`config.mk`:
```
export PLATFORM = sky130hd
export DESIGN_NAME = chime_audio_seq
export DESIGN_NICKNAME = d
export VERILOG_FILES = /design/src/rtl/chime_audio_seq.sv
export SDC_FILE = /design/constraint.sdc
export NUM_CORES = 1
export LEC_CHECK = 0
export BUFFER_PORTS_ARGS = -buffer_cell sky130_fd_sc_hd__buf_2
export CORE_ASPECT_RATIO = 1.75
export CORE_MARGIN = 2
export CORE_UTILIZATION = 45
export CTS_CLUSTER_SIZE = 40
export DETAILED_ROUTE_END_ITERATION = 10
export PLACE_DENSITY = 0.62
export SYNTH_ARGS = -nofsm -noshare
export SYNTH_HDL_FRONTEND = slang
export SYNTH_SLANG_ARGS = --single-unit
```
`constraint.sdc`:
```
create_clock -name clk -period 2.35 [get_ports clk]
set_input_delay 0.235 -clock clk [delete_from_list [all_inputs] [get_ports clk]]
set_output_delay 0.235 -clock clk [all_outputs]
set_load 0.02 [all_outputs]
```
`src/rtl/chime_audio_seq.sv`:
```
`timescale 1ns/1ps
module chime_audio_seq #(
  parameter int BAUD_DIV    = 1250,
  parameter int MEL_SHIFT   = 22,
  parameter int CHIME_LIMIT = 360_000_000,
  parameter int IDLE_LIMIT  = 1_200_000
) (
  input  logic        clk,
  input  logic        rst_n,
  input  logic [4:0]  hour_in,
  input  logic [5:0]  minute_in,
  input  logic        sec_tick,
  input  logic [15:0] temp_in,
  input  logic        rx_line,
  output logic [15:0] pwm_period,
  output logic        pwm_en,
  output logic        tx_line,
  output logic [4:0]  hour_disp,
  output logic [5:0]  minute_disp,
  output logic [15:0] temp_disp
);
  localparam int DIV_W = $clog2(BAUD_DIV);
  localparam int HALF  = BAUD_DIV / 2;
  localparam int MEL_W = MEL_SHIFT + 4;
  localparam int LIM_W = $clog2(CHIME_LIMIT);
  localparam int GAP_W = $clog2(IDLE_LIMIT);
  localparam logic [1:0] M_IDLE = 2'd0, M_MEL = 2'd1, M_HOST = 2'd2;

  function automatic logic [15:0] tone_of(input logic [3:0] s);
    case (s)
      4'd0, 4'd1, 4'd14: tone_of = 16'd22944;
      4'd2, 4'd3, 4'd6:  tone_of = 16'd15306;
      4'd4, 4'd5:        tone_of = 16'd13636;
      4'd8, 4'd9:        tone_of = 16'd17189;
      4'd10, 4'd11:      tone_of = 16'd18210;
      4'd12, 4'd13:      tone_of = 16'd20442;
      default:           tone_of = 16'd0;
    endcase
  endfunction

  logic [1:0]       mode;
  logic [5:0]       min_last;
  logic [MEL_W-1:0] mel_cnt;
  logic [LIM_W-1:0] lim_cnt;
  logic [GAP_W-1:0] gap_cnt;
  logic [7:0]       host_byte;
  logic [4:0]       snap_h;
  logic [5:0]       snap_m;
  logic [15:0]      snap_t;

  logic             rx_s1, rx_s2, rx_busy, rx_valid;
  logic [DIV_W-1:0] rx_div;
  logic [3:0]       rx_idx;
  logic [7:0]       rx_sr;

  logic             tx_busy;
  logic [DIV_W-1:0] tx_div;
  logic [4:0]       tx_cnt;
  logic [19:0]      tx_sr;

  wire chime_evt = sec_tick && (minute_in == 6'd0) && (min_last == 6'd59);
  wire chime_ok  = chime_evt && !rx_valid && (mode != M_HOST);
  wire frozen    = (mode == M_HOST);

  assign hour_disp   = frozen ? snap_h : hour_in;
  assign minute_disp = frozen ? snap_m : minute_in;
  assign temp_disp   = frozen ? snap_t : temp_in;
  assign pwm_period  = (mode == M_HOST) ? {host_byte, 8'h00} :
                       (mode == M_MEL)  ? tone_of(mel_cnt[MEL_W-1 -: 4]) : 16'd0;
  assign pwm_en      = (mode != M_IDLE) && (pwm_period != 16'd0);
  assign tx_line     = tx_busy ? tx_sr[0] : 1'b1;

  always_ff @(posedge clk or negedge rst_n) begin
    if (!rst_n) min_last <= 6'd0;
    else if (sec_tick) min_last <= minute_in;
  end

  always_ff @(posedge clk or negedge rst_n) begin
    if (!rst_n) begin
      mode <= M_IDLE; mel_cnt <= '0; lim_cnt <= '0; gap_cnt <= '0;
      host_byte <= 8'd0; snap_h <= '0; snap_m <= '0; snap_t <= '0;
    end else if (rx_valid) begin
      mode <= M_HOST; gap_cnt <= '0; host_byte <= rx_sr; mel_cnt <= '0;
      if (mode != M_HOST) begin
        snap_h <= hour_in; snap_m <= minute_in; snap_t <= temp_in;
      end
    end else if (mode == M_HOST) begin
      if (gap_cnt == GAP_W'(IDLE_LIMIT - 1)) mode <= M_IDLE;
      else gap_cnt <= gap_cnt + 1'b1;
    end else if (mode == M_MEL) begin
      if (lim_cnt == LIM_W'(CHIME_LIMIT - 1) || mel_cnt == '1) begin
        mode <= M_IDLE; mel_cnt <= '0;
      end else begin
        mel_cnt <= mel_cnt + 1'b1; lim_cnt <= lim_cnt + 1'b1;
      end
    end else if (chime_ok) begin
      mode <= M_MEL; mel_cnt <= '0; lim_cnt <= '0;
    end else begin
      mel_cnt <= '0;
    end
  end

  always_ff @(posedge clk or negedge rst_n) begin
    if (!rst_n) begin
      rx_s1 <= 1'b1; rx_s2 <= 1'b1; rx_busy <= 1'b0; rx_valid <= 1'b0;
      rx_div <= '0; rx_idx <= '0; rx_sr <= '0;
    end else begin
      rx_s1 <= rx_line; rx_s2 <= rx_s1; rx_valid <= 1'b0;
      if (!rx_busy) begin
        if (!rx_s2) begin
          rx_busy <= 1'b1; rx_div <= '0; rx_idx <= '0;
        end
      end else begin
        if (rx_div == DIV_W'(BAUD_DIV - 1)) begin
          rx_div <= '0; rx_idx <= rx_idx + 1'b1;
        end else begin
          rx_div <= rx_div + 1'b1;
        end
        if (rx_div == DIV_W'(HALF)) begin
          if (rx_idx == 4'd0) begin
            if (rx_s2) rx_busy <= 1'b0;
          end else if (rx_idx == 4'd9) begin
            rx_busy <= 1'b0; rx_valid <= rx_s2;
          end else begin
            rx_sr <= {rx_s2, rx_sr[7:1]};
          end
        end
      end
    end
  end

  always_ff @(posedge clk or negedge rst_n) begin
    if (!rst_n) begin
      tx_busy <= 1'b0; tx_div <= '0; tx_cnt <= '0; tx_sr <= '1;
    end else if (chime_ok && !tx_busy) begin
      tx_busy <= 1'b1; tx_div <= '0; tx_cnt <= '0;
      tx_sr <= {1'b1, temp_disp[7:0], 1'b0, 1'b1, temp_disp[15:8], 1'b0};
    end else if (tx_busy) begin
      if (tx_div == DIV_W'(BAUD_DIV - 1)) begin
        tx_div <= '0; tx_sr <= {1'b1, tx_sr[19:1]}; tx_cnt <= tx_cnt + 1'b1;
        if (tx_cnt == 5'd19) tx_busy <= 1'b0;
      end else begin
        tx_div <= tx_div + 1'b1;
      end
    end
  end
endmodule

```
# Word level (Yosys, flattened, before mapping)
# Memories as Yosys holds them, arrays and structs flattened.
# Index checks and enable logic that the tools add are counted.
[totals]
register_bits = 183
word_cells = 126
mem_count = 1
rom_bits = 240
output_inout_bits = 45
[memory_table]
columns = ["memory", "depth", "width", "read_ports", "rd_ports_with_merged_regs", "wr", "line_no", "text"]
rows = [
  ["(no name shown)", 16, 15, 1, 0, 0, "30", "case (s)"],
]
[classes]
n_bitwise = 4
n_eq_ne = 19
addsub = 7
mux = 50
n_reduce_logical = 25
[op_table]
columns = ["operator", "count"]
rows = [
  ["two-way mux 26 bit", 4],
  ["two-way mux 29 bit", 3],
  ["two-way mux 11 bit", 6],
  ["two-way mux 21 bit", 3],
  ["two-way mux 20 bit", 3],
  ["two-way mux 16 bit", 3],
  ["adder 29 x 1 -> 29 bit (second input constant)", 1],
  ["== test 29 bit (second input constant)", 1],
  ["adder 26 x 1 -> 26 bit (second input constant)", 1],
  ["== test 26 bit (second input constant)", 1],
  ["adder 11 x 1 -> 11 bit (second input constant)", 2],
  ["== test 11 bit (second input constant)", 2],
  ["adder 21 x 1 -> 21 bit (second input constant)", 1],
  ["== test 21 bit (second input constant)", 1],
  ["two-way mux 5 bit", 4],
  ["nonzero test 16 bit", 1],
  ["two-way mux 1 bit", 14],
  ["two-way mux 2 bit", 6],
  ["two-way mux 4 bit", 3],
  ["== test 11 x 10 -> 1 bit (second input constant)", 1],
  ["nonzero test 2 bit", 5],
  ["!= test 2 bit (second input constant)", 4],
  ["AND reduction 2 bit", 4],
  ["AND reduction 4 bit", 2],
  ["other kinds (19)", 29],
]

# Depth between registers and ports, before layout
[logic_depth]
word_depth = 9
depth_mapped = 11

# Least setup slack after synthesis
# OpenSTA, ideal clock, no wires.
[synth_path]
kind = "reg2out"
startpoint = "register mode[0]"
endpoint = "output pwm_en"
n_path_buf = 2
path_slack_ns = -0.276
t_required_ns = 2.115
arrival_ns = 2.391
path_stages_with_launch = 9
cell_sequence = "dfrtp_1 > inv_1 > ha_1 > clkbuf_1 > nand2b_1 > clkbuf_1 > o21ai_0 > nor3_1 > a41oi_1"
[synth_via]
elab_chain_cells = 5
elab_cells_between_ends = 7
cone_classes = "eq/ne: 2; mux: 2; reduce/logical: 3"
[synth_rtl]
columns = ["element", "line_no", "text"]
rows = [
  ["from (decl)", "41", "logic [1:0] mode;"],
  ["from (signal assigned)", "80", "mode <= M_IDLE; mel_cnt <= '0; lim_cnt <= '0; gap_cnt <= '0;"],
  ["from (signal assigned)", "83", "mode <= M_HOST; gap_cnt <= '0; host_byte <= rx_sr; mel_cnt <= '0;"],
  ["from (signal assigned)", "88", "if (gap_cnt == GAP_W'(IDLE_LIMIT - 1)) mode <= M_IDLE;"],
  ["== test 2 x 1 -> 1 bit", "69", "(mode == M_MEL) ? tone_of(mel_cnt[MEL_W-1 -: 4]) : 16'd0;"],
  ["two-way mux 16 bit", "69", ""],
  ["two-way mux 16 bit *", "68", "assign pwm_period = (mode == M_HOST) ? {host_byte, 8'h00} :"],
  ["net pwm_period[13]", "15", "output logic [15:0] pwm_period,"],
  ["nonzero test 16 bit *", "70", "assign pwm_en = (mode != M_IDLE) && (pwm_period != 16'd0);"],
  ["logical AND 1 bit *", "70", ""],
  ["to (decl)", "16", "output logic pwm_en,"],
]
# The timed path passes the listed nets; every way through them passes the cells marked *.

# Worst setup path after layout
[layout_path]
startpoint = "register mel_cnt[24]"
endpoint = "output pwm_en"
[layout_via]
elab_chain_cells = 5
[layout_rtl]
columns = ["element", "line_no", "text"]
rows = [
  ["from (decl)", "43", "logic [MEL_W-1:0] mel_cnt;"],
  ["from (signal assigned)", "94", "mel_cnt <= mel_cnt + 1'b1; lim_cnt <= lim_cnt + 1'b1;"],
  ["memory (16 x 15 bit)", "--", ""],
  ["two-way mux 16 bit", "69", ""],
  ["two-way mux 16 bit", "68", ""],
  ["nonzero test 16 bit", "70", ""],
  ["logical AND 1 bit", "70", ""],
]
# No other way between the ends.

==> metrics.txt <==
outcome finished with violations; violated checks negative setup slack; Clock Pin Slew Worst Setup and Hold Paths 0.07 ns; MaxCap Viol Count 0; Worst setup EP type output port; GRT Overall Usage approximately 22%; worst hold slack 0.0422 ns; clock skew about 0.011 ns; crit-path cells buf_4 -> o211ai_1 -> a21oi_2 -> nor4_4 -> a41oi_4 -> buf_6; post-synth top area share about two fifths; Clock Latency Late Sink roughly 0.44 ns; Netlist cell types 68; Synth Area in Simple Gates between 20% and 30%; final setup violating endpoints 1; diode count 0; Async SR Flop Fraction 100%; Arr. time, crit path 2.21 ns; largest cells by area after synthesis dfrtp_1 (42%), mux2_2 (9.0%), dfstp_2 (5.7%), o21ai_0 (4.0%), nand2_1 (3.4%); worst slew pin tran between 0.7 and 0.8 ns; internal power roughly 0.0053 W; pre-CTS setup slack -0.0321 ns; Most used DFF post-synth dfrtp_1; final slew viol count 0; crit path kind flop to output port; share of cells above drive strength 1 about a third; Mapped Area slightly below 0.01 mm^2; largest net degree at the start of global routing 70; Reg power frac 48.1%; Worst path max stage delay roughly 0.43 ns; startpoint types flop; via count just under 8000; CTS tree yes; Final Worst Setup Slack -0.0995 ns; H-tree levels 4; Sinks on Clock Net about 180; area grow syn2layout 22.2%; YS warnings 0; Seq cells post-synth approximately 180; sw frac about a quarter; Min-Delay Path Class input pin to flop; CP Max Fanout 5; drc violations 0; sequential-to-total area share from yosys stat ~48%; maximum VDD drop ~0.74 mV; starting density of the core a little under half; largest delay contributor family on the critical path compound AO/OA/AOI/OAI gates; number of I/O pins between 70 and 80; Switch Pwr roughly 0.0018 W; required time worst endpoint around 2.1 ns; Gate power share roughly a tenth; Final #Nets between 1000 and 1500; clk buf depth 2; root buf cell clkbuf_16; CTS buffer count 17; routed len/inst roughly 17 um; buffers added on ports 75; Mapped Nets 1005; Leakage Power about 5.2 nW; Post-Syn Instances about 960; CP bufs+invs 2; Placement Rows 70; RSZ-0062 raised after global routing true; mux contribution to synthesized area 11.2%; Clk network pwr share between 40% and 50%; Iter 0 DRT Violations ~470; fin crit share 104%; via/cell ratio between 5 and 6; Compound-Gate Fraction of Synth Area ~13%; min cycle time layout roughly 2.4 ns; Max-slew headroom 52.1%; Adder-Cell Fraction of Synth Area between 2 and 2.5%; number of flops mapped to enable cells by yosys 0; Antenna Nets Post-Route 0; RePlAce Congestion 0.869; cell taking the most area after synthesis dfrtp_1; die outline height roughly 200 um; initial antenna violation count 0; total gr overflow 0; vias in the first global route 8022; final wirelength ~23000 um; Die W approximately 110 um; largest family of logic cells by synthesized area simple AND/OR/NAND/NOR gates; Fmax approximately 0.4 GHz; die area roughly 0.023 mm^2; first-pass GRT wire length slightly below 40000 um; drt pass-1 iters 5; slowest cell on the critical path dfrtp_1; pwr/cell area 606 mW/mm^2; hpwl dp between 15000 and 20000 um; Synth Area in XOR/XNOR approximately 1.9%; total chip power between 0.007 and 0.008 W; syn_area_per_cell 10.1 um^2; CORE AREA ~0.021 mm^2; Final Hold Fails 0
-- cell usage after synthesis, types with 6 or more instances --
cell and count:
a21o_1 12, o31ai_1 10, a21oi_1 31, mux2i_1 21, dfstp_2 21, or3_1 8
nor3_1 14, nand4_1 28, nand2b_1 15, inv_1 20, nor2b_1 6, a31oi_1 22
mux2_2 77, o21ai_0 77, ha_1 18, nand2_1 86, xor2_1 16, clkbuf_1 37
a41oi_1 6, and3_1 36, nor2_1 59, buf_2 10, nor3b_1 8, a22o_1 9
dfrtp_1 161, nor4_1 10, o211ai_1 6, and4_1 8, nand3_1 42, and2_1 6
-- worst register-to-register path, delay by kind of cell (launching register included) --
kind	cells	cell delay (ns)
adder cells (fa/ha/maj)	1	0.23
buffers and inverters	2	0.34
flip-flops	1	0.39
AND/OR/NAND/NOR	6	1.30
-- worst paths after layout --
check / from / end / slack, ns / cells past startpoint
worst min register to register: rx_s1$_DFF_PN1_ / rx_s2$_DFF_PN1_ / 0.36 / 0
worst min-delay path: hour_in[1] / snap_h[1]$_DFFE_PN0P_ / 0.04 / 2
worst max-delay path: mel_cnt[24]$_DFFE_PN0P_ / pwm_en / -0.1 / 6
worst max register to register: mel_cnt[0]$_DFFE_PN0P_ / lim_cnt[19]$_DFFE_PN0P_ / 0.04 / 9
min in group asynchronous: rst_n / lim_cnt[4]$_DFFE_PN0P_ / 0.37 / 2
max in group asynchronous: rst_n / tx_sr[14]$_DFFE_PN1P_ / 1.21 / 3
-- power by group through the flow --
| stage | logic [W] | registers [W] | clock network [W] |
|---|---|---|---|
| 6_report | 0.000672 | 0.00343 | 0.00303 |
| 2_1_floorplan | 0.000408 | 0.00345 | 0 |
| 3_5_place_dp | 0.000671 | 0.00349 | 0 |
| 4_1_cts | 0.000677 | 0.00343 | 0.00309 |
| 5_1_grt | 0.000760 | 0.00346 | 0.00321 |
| 3_3_place_gp | 0.000660 | 0.00348 | 0 |
-- kinds of logic after synthesis --
kind of cell / Yosys count
and+or+nand+nor: 361
AOI/OAI and AO/OA: 204
DFF: 182
muxes: 98
buffers and inverters: 72
xor gates and xnor gates: 21
adders and majority gates: 18
-- per-layer routing --
layer | vias to the layer above | global-route usage, % | wire [um]
met1 | 3849 | 25.5 | 9610
li1 | 3788 | - | -
met5 | - | 0 | 0
met4 | 0 | 7.23 | 413
met3 | 27 | 3.41 | 804
met2 | 175 | 40.3 | 12500
-- cell usage in the layout (no fill, tap or decap), drive strengths merged, types with 6 or more instances in the layout --
cell type and count:
buf 169, dfrtp 161, nand2 86, mux2 77, o21ai 77, nor2 61
nand3 42, and3 36, a21oi 31, nand4 29, a31oi 22, inv 22
mux2i 21, dfstp 21, clkbuf 20, ha 18, xor2 16, nand2b 15
nor3 15, nor4 13, a21o 12, o31ai 11, a22o 9, nor3b 8
and4 8, or3 8, clkinvlp 7, and2 6, o211ai 6, a41oi 6
nor2b 6
-- repair_timing --
item | 4_1_cts | 5_1_grt
gates resized for setup | 16 | 33
gates cloned | 1 | 0
buffers inserted | 4 | 7
pin swaps | 6 | 8
endpoints found under the hold margin | 62 | 0
setup endpoints to repair | 30 | 63
hold buffers | 2 | 0
-- registers in the layout, summed over array words and instances (netlist names), 5 cells and up --
register   cells
tx_div        11
host_byte      8
snap_h         5
mel_cnt       26
snap_m         6
lim_cnt       29
tx_sr         19
snap_t        16
gap_cnt       21
rx_div        11
tx_cnt         5
min_last       6
rx_sr          8
-- layout make-up --
type | instances | area [um^2]
Timing Repair Buffer | 172 | 1230
Fill cell | 1827 | 9160
Clock inverter | 13 | 170
Sequential cell | 182 | 4580
Tap cell | 252 | 315
Multi-Input combinational cell | 702 | 4940
Clock buffer | 19 | 453
Inverter | 20 | 78.8
-- stage by stage --
stage	util [%]	TNS, ns	cells	cell area (um^2)
CTS	55.2	-0.139	1353	11600
global placement	51.7	0	1314	10800
floorplan	-	0	956	9650
detailed placement	51.7	-0.0321	1314	10800
global route	56.2	-0.259	1360	11800
finish	56.2	-0.0995	1360	11800
Note: power is estimated with default switching activity, not from simulation.
